### src/rtl/idct4_butterfly.sv
module idct4_butterfly #(
  parameter int W    = 16,
  parameter int FRAC = 14
) (
  input  logic                clk,
  input  logic                rst_n,
  input  logic                in_valid,
  input  logic signed [W-1:0] in_c0,
  input  logic signed [W-1:0] in_c1,
  input  logic signed [W-1:0] in_c2,
  input  logic signed [W-1:0] in_c3,
  output logic                out_valid,
  output logic signed [W-1:0] out_d0,
  output logic signed [W-1:0] out_d1,
  output logic signed [W-1:0] out_d2,
  output logic signed [W-1:0] out_d3
);
  localparam int PW = 2 * W;

  localparam logic signed [W-1:0]  K_PI8  = W'(16'sh3B21);
  localparam logic signed [W-1:0]  K_PI4  = W'(16'sh2D41);
  localparam logic signed [W-1:0]  K_3PI8 = W'(16'sh187E);

  localparam logic signed [PW:0]   RND    = (PW+1)'(1) <<< (FRAC - 1);
  localparam logic signed [PW:0]   SAT_HI = (PW+1)'((2 ** (W - 1)) - 1);
  localparam logic signed [PW:0]   SAT_LO = -SAT_HI - (PW+1)'(1);

  function automatic logic signed [W-1:0] narrow(input logic signed [PW-1:0] p);
    logic signed [PW:0] r;
    r = {p[PW-1], p} + RND;
    r = r >>> FRAC;
    if (r > SAT_HI)      narrow = SAT_HI[W-1:0];
    else if (r < SAT_LO) narrow = SAT_LO[W-1:0];
    else                 narrow = r[W-1:0];
  endfunction

  logic signed [W-1:0]  ev_sum, ev_dif;
  logic signed [PW-1:0] pe0, pe1, po0, po1;
  logic signed [W-1:0]  ne0, ne1, no0, no1;

  assign ev_sum = in_c0 + in_c2;
  assign ev_dif = in_c0 - in_c2;

  assign pe0 = PW'(ev_sum) * PW'(K_PI4);
  assign pe1 = PW'(ev_dif) * PW'(K_PI4);
  assign po0 = PW'(in_c1) * PW'(K_3PI8) - PW'(in_c3) * PW'(K_PI8);
  assign po1 = PW'(in_c1) * PW'(K_PI8)  + PW'(in_c3) * PW'(K_3PI8);

  assign ne0 = narrow(pe0);
  assign ne1 = narrow(pe1);
  assign no0 = narrow(po0);
  assign no1 = narrow(po1);

  always_ff @(posedge clk or negedge rst_n) begin
    if (!rst_n) out_valid <= 1'b0;
    else        out_valid <= in_valid;
  end

  always_ff @(posedge clk) begin
    if (in_valid) begin
      out_d0 <= ne0 + no1;
      out_d1 <= ne1 + no0;
      out_d2 <= ne1 - no0;
      out_d3 <= ne0 - no1;
    end
  end
endmodule


### config.mk
export PLATFORM = sky130hd
export DESIGN_NAME = idct4_butterfly
export DESIGN_NICKNAME = d
export VERILOG_FILES = /design/src/rtl/idct4_butterfly.sv
export SDC_FILE = /design/constraint.sdc
export NUM_CORES = 2
export LEC_CHECK = 0
export BUFFER_PORTS_ARGS = -buffer_cell sky130_fd_sc_hd__buf_4
export CAP_MARGIN = 20
export CORE_MARGIN = 2
export CORE_UTILIZATION = 71
export CTS_CLUSTER_SIZE = 14
export DETAILED_ROUTE_END_ITERATION = 10
export GPL_TIMING_DRIVEN = 1
export PLACE_DENSITY_LB_ADDON = 0.05
export SYNTH_ARGS = -nofsm -noshare
export SYNTH_HDL_FRONTEND = slang
export SYNTH_SLANG_ARGS = --single-unit
### constraint.sdc
create_clock -name clk -period 1.5 [get_ports clk]
set_clock_uncertainty 0.05 [all_clocks]
set_input_delay 0.45 -clock clk [delete_from_list [all_inputs] [get_ports clk]]
set_output_delay 0.45 -clock clk [all_outputs]
set_load 0.02 [all_outputs]
==> results.txt, run 1 <==
- Number of core rows: ~80
- Global-route wire length before repair: approximately 270000 um
* Number of distinct library cell variants in the gate-level netlist after synthesis: 90
- Pin count of the biggest net entering global routing: 33
- Yosys top cell by area: fa_1
* Height of the die: 219 um
* Average size of a mapped cell: 9.38 um2
* Clock sink count: 63
- Top Ports: between 100 and 150
- EDFF count, synth: 62
* Total nets after synthesis: 4851
- Maximum buffer depth of the clock tree: 2
* Predominant post-synthesis flop cell: edfxtp_1
- In the global route stage, overall resource usage came out at about 76%.
* Fraction of the yosys area taken by sequential cells: around 5.7%
- After global routing the overflow that remains totals approximately 240.
- The number of clock buffers added by TritonCTS is 9.
- Outcome: stopped before the end
- Number of port buffers: between 100 and 150
- Synthesized instance count: around 3500
- During synthesis, Yosys emitted a total of 0 warnings.
* Horizontal die dimension: ~220 um
- Last stage the flow got to: global routing (5_1_grt)
- The tool reported: "[ERROR GRT-0116] Global routing finished with congestion. Check the congestion regions in the DRC Viewer".
- The congestion estimate from routability-driven global placement came to around 0.97.
* Sum of net half-perimeters after detailed placement: 85800 um
- Placed instance count: around 5000
- Async SR Flop Fraction: between 1.5 and 2%
* Mapped cell area: 32900 um2
- Synthesis inferred 63 register bits.
* Area share of the largest cell type after synthesis: between 30% and 40%
* Clock root cell: clkbuf_16
* Cells taking the most area after synthesis: fa_1 31%, ha_1 29%, inv_1 12%
- After detailed placement, the total cell area comes to 40800 um2.
* Initial core utilization: ~72%
- The number of global-route vias before repair came to 43600.
* CTS H-Tree Depth: 3
==> Yosys cell counts, types with 15 or more instances <==
cell / instances
nor2_1: 110
nand2b_1: 24
nor3_1: 33
ha_1: 770
a21o_1: 90
inv_1: 1065
xnor2_1: 132
edfxtp_1: 62
o21bai_1: 36
nand2_1: 69
o21ai_0: 65
a21oi_1: 151
and3_1: 15
fa_1: 502
o21a_1: 37
xor2_1: 60
nand3_1: 16
==> timing repair <==
action / 4_1_cts
endpoints found under the hold margin: 1
buffers inserted: 76
gates cloned: 1
setup endpoints to repair: 63
gates resized for setup: 334
pin swaps: 211
hold buffers: 1
==> routing by layer <==
| metal | overflow | GRT usage, % |
|---|---|---|
| met1 | 0 | 73.9 |
| met2 | 148 | 96.2 |
| met3 | 3 | 57.0 |
| met4 | 84 | 84.2 |
| met5 | 0 | 18.5 |
==> logic make-up after synthesis <==
kind of cell | share of synthesized area [%]
adder cells (fa/ha/maj) | 59.8
buffers and inverters | 12.8
AO/OA/AOI/OAI | 11.0
AND/OR/NAND/NOR | 5.25
XOR/XNOR | 5.15
flip-flops | 5.73
multiplexers | 0.243
==> through the flow <==
| step | utilization, % | setup TNS (ps) | setup WS (ps) | hold slack, ps |
|---|---|---|---|---|
| floorplan | - | -536860 | -9620 | 104 |
| global placement | 89.5 | -586000 | -10300 | 176 |
| detailed placement | 89.5 | -611560 | -10670 | 178 |
| CTS | 94.7 | -546810 | -9870 | 309 |
==> run 2, diff against run 1 <==
Settings changed: CORE_UTILIZATION 71 to 40, CTS_CLUSTER_SIZE 14 to default, PLACE_DENSITY_LB_ADDON 0.05 to 0.15.
==> run 2 against run 1 <==
Against the previous run:
- area after synthesis is the same
- synthesized cell count did not move
- the flow now finishes, with violations (setup timing)
==> results.txt, run 2 <==
- Outcome: finished with violations
- Failing checks: setup timing
- Num CTS Buffers: 9
- Entering global routing, the biggest net connects 33 pins.
* Fraction of final layout cells with drive strength greater than 1: 31.5%
- The die is ~290 um wide.
- Vias post-DR: around 26000
- Die area: 84700 um2
- Cell mode on critical path: fa_1
- Predominant post-synthesis flop cell: edfxtp_1
- The H-tree was split into 3 levels.
- Area share of the largest cell type after synthesis: between 30% and 40%
- Mapped cell area: 32900 um2
* Core box area: roughly 82000 um2
- Leaving out fill and tap cells, the most frequent cell in the layout is inv_1.
- The final critical path takes up 751% of the cycle.
* Final Max Slew Viols: 0
* Worst-path fanout max: 5
- Top Ports: 132
- STA puts the critical path data arrival time at 11340 ps.
- For this configuration, the core starts out at a cell density of 40.2%.
- Antenna violations before repair: 0
- Antenna fix cells: 0
- Max-cap violations in this run came to 0.
- The number of global-route vias before repair is ~28000.
- At the worst endpoint, the required time is between 1500 and 2000 ps.
- Number of distinct library cell variants in the gate-level netlist after synthesis: 90
* Global-route wire length before repair: between 100000 and 150000 um
- In this run the mean area of a mapped cell was between 9 and 10 um2.
- Critical Setup Path Class: input pin to flop
- At the end of the flow, the number of nets in the layout was ~5900.
- Class of the tightest hold or removal check: input pin to async pin
- Most frequent cells after synthesis: 1065 x inv_1, 770 x ha_1, 502 x fa_1, 151 x a21oi_1, 132 x xnor2_1
- Yosys printed 0 warnings.
* Largest registers ranked by flip-flop count: out_d2 (16), out_d3 (16)
* Relative slew slack: 45.3%
- Of all flip-flops after synthesis, the portion carrying an async set or reset was between 1.5 and 2%.
- The count of buffers added on input and output ports is about 130.
- Remaining routing DRC violations: 0
- Cell with the most instances after synthesis: inv_1
- In this run, the number of DRC markers left after iteration 0 of detailed routing was between 700 and 800.
* Final hold violation count: 0
* Max Freq: 88.8 MHz
- After global routing the overflow that remains totals 0.
- Setup repair after global routing missed its margin: yes
* Yosys top cell by area: fa_1
- The first detailed-routing pass took 5 iterations.
* Routability congestion estimate from global placement: between 0.8 and 0.9
* Final Critical Period: about 11000 ps
* Vias per cell: about 4.6
- Synthesized instance count: 3512
- In this run the clock root is driven by a clkbuf_16.
- Sum of net half-perimeters after detailed placement: 74300 um
- For this run, the slowest stage of the critical path takes a little under 600 ps.
* Pre-CTS setup slack: -10300 ps
- In the layout the commonest cells are 1024 x inv_1, 999 x buf_4, 720 x ha_1.
* Global-route usage over all layers: between 20 and 25%
- After clock tree synthesis, the clock-pin slew on the worst setup and hold paths is 60 ps.
- The floorplan has approximately 110 rows.
- Synthesis produced a netlist with a net count of 4851.
- Sorting the synthesized cells by area gives the leading types as fa_1 31%, ha_1 29%, inv_1 12%.
- After detailed routing, the average wire length per cell comes to between 15 and 20 um.
- Once routing completed, OpenROAD measured the worst setup slack at -9760 ps.
* Maximum buffer depth of the clock tree: 2
* Clock sink count: 63
- Signed area change from the synthesized netlist to the final layout: 35.9%
* Highest-delay cell along the critical path: fa_2
- Summed over all layers, the routed wires come to roughly 85000 um.
* FF+latch count, synth: 63
- Height of the die: roughly 290 um
- The layout has ~7400 filler cells.
- Clock tree from TritonCTS: built
* Slew at the pin with the worst max-slew slack: 815 ps
* Antenna-violating nets left: 0
- Worst setup EP type: flop
- Final setup violation count: 62
* EDFF count, synth: 62
* Worst setup SP type: input pin
* Fraction of the yosys area taken by sequential cells: about 5.7%
[run 2: cell counts after synthesis]
Identical to the previous run, type by type.
[run 2: cells by family (layout without fill, tap and decap cells)]
| family | count (synthesis) | count (layout) | synth area share, % |
|---|---|---|---|
| AOI/OAI and AO/OA | 525 | 525 | 11.0 |
| DFF | 63 | 63 | 5.73 |
| muxes | 8 | 8 | 0.243 |
| and+or+nand+nor | 345 | 345 | 5.25 |
| xor gates and xnor gates | 193 | 193 | 5.15 |
| adders and majority gates | 1272 | 1272 | 59.8 |
| buffers and inverters | 1106 | 2163 | 12.8 |
[run 2: layout make-up]
cell class,instances,area (um2),area share [%]
multi-input combinational,2343,28700,64.1
timing repair buffer,1083,8530,19.0
inverter,1065,4030,9.00
sequential,63,1890,4.21
tap,1070,1340,2.99
clock buffer,10,229,0.511
clock inverter,5,73.8,0.165
[run 2: final timing paths]
| path | to | from |
|---|---|---|
| worst min-delay path | out_valid | rst_n |
| max in group asynchronous | out_valid | rst_n |
| worst max-delay path | out_d1[15] | in_c1[10] |
| min in group clk | out_valid | in_valid |
[run 2: critical path: cells and delay by family]
family	cells	cell delay (ps)
fa+ha+maj	13	5060
simple gates	3	480
xor+xnor	1	130
buf+inv	8	820
compound gates	22	4390
[run 2: per-layer routing]
metal  routed length, um  vias to the layer above  part of all wire, %  global-route usage [%]
li1                    -                    13200                    -                       -
met1               39000                    12600                   46                    27.4
met2               42200                      283                   50                    36.1
met3                1820                       81                  2.1                    1.24
met4                1730                        0                  2.0                    4.31
met5                   0                        -                    0                       0
[run 2: timing repair]
action / CTS / global route
setup buffers: 89 / 42
pin swaps: 180 / 171
hold buffers: 1 / 0
endpoints found under the hold margin: 1 / 0
gates resized for setup: 278 / 166
endpoints found under the setup margin: 62 / 62
[run 2: through the flow]
| step | std cells | area [um2] | setup TNS (ps) | hold slack, ps | util (%) |
|---|---|---|---|---|---|
| global placement | 5539 | 41800 | -583320 | 175 | 51.0 |
| floorplan | 3512 | 33200 | -536860 | 104 | - |
| detailed placement | 5539 | 41800 | -588110 | 176 | 51.0 |
| CTS | 5620 | 43800 | -536960 | 321 | 53.6 |
| global route | 5639 | 44800 | -567440 | 353 | 54.7 |
| finish | 5639 | 44800 | -543660 | 341 | 54.7 |
Power of run 2 is not shown: default switching activity piles up to over one toggle a cycle in this logic, so the estimate is an artifact.
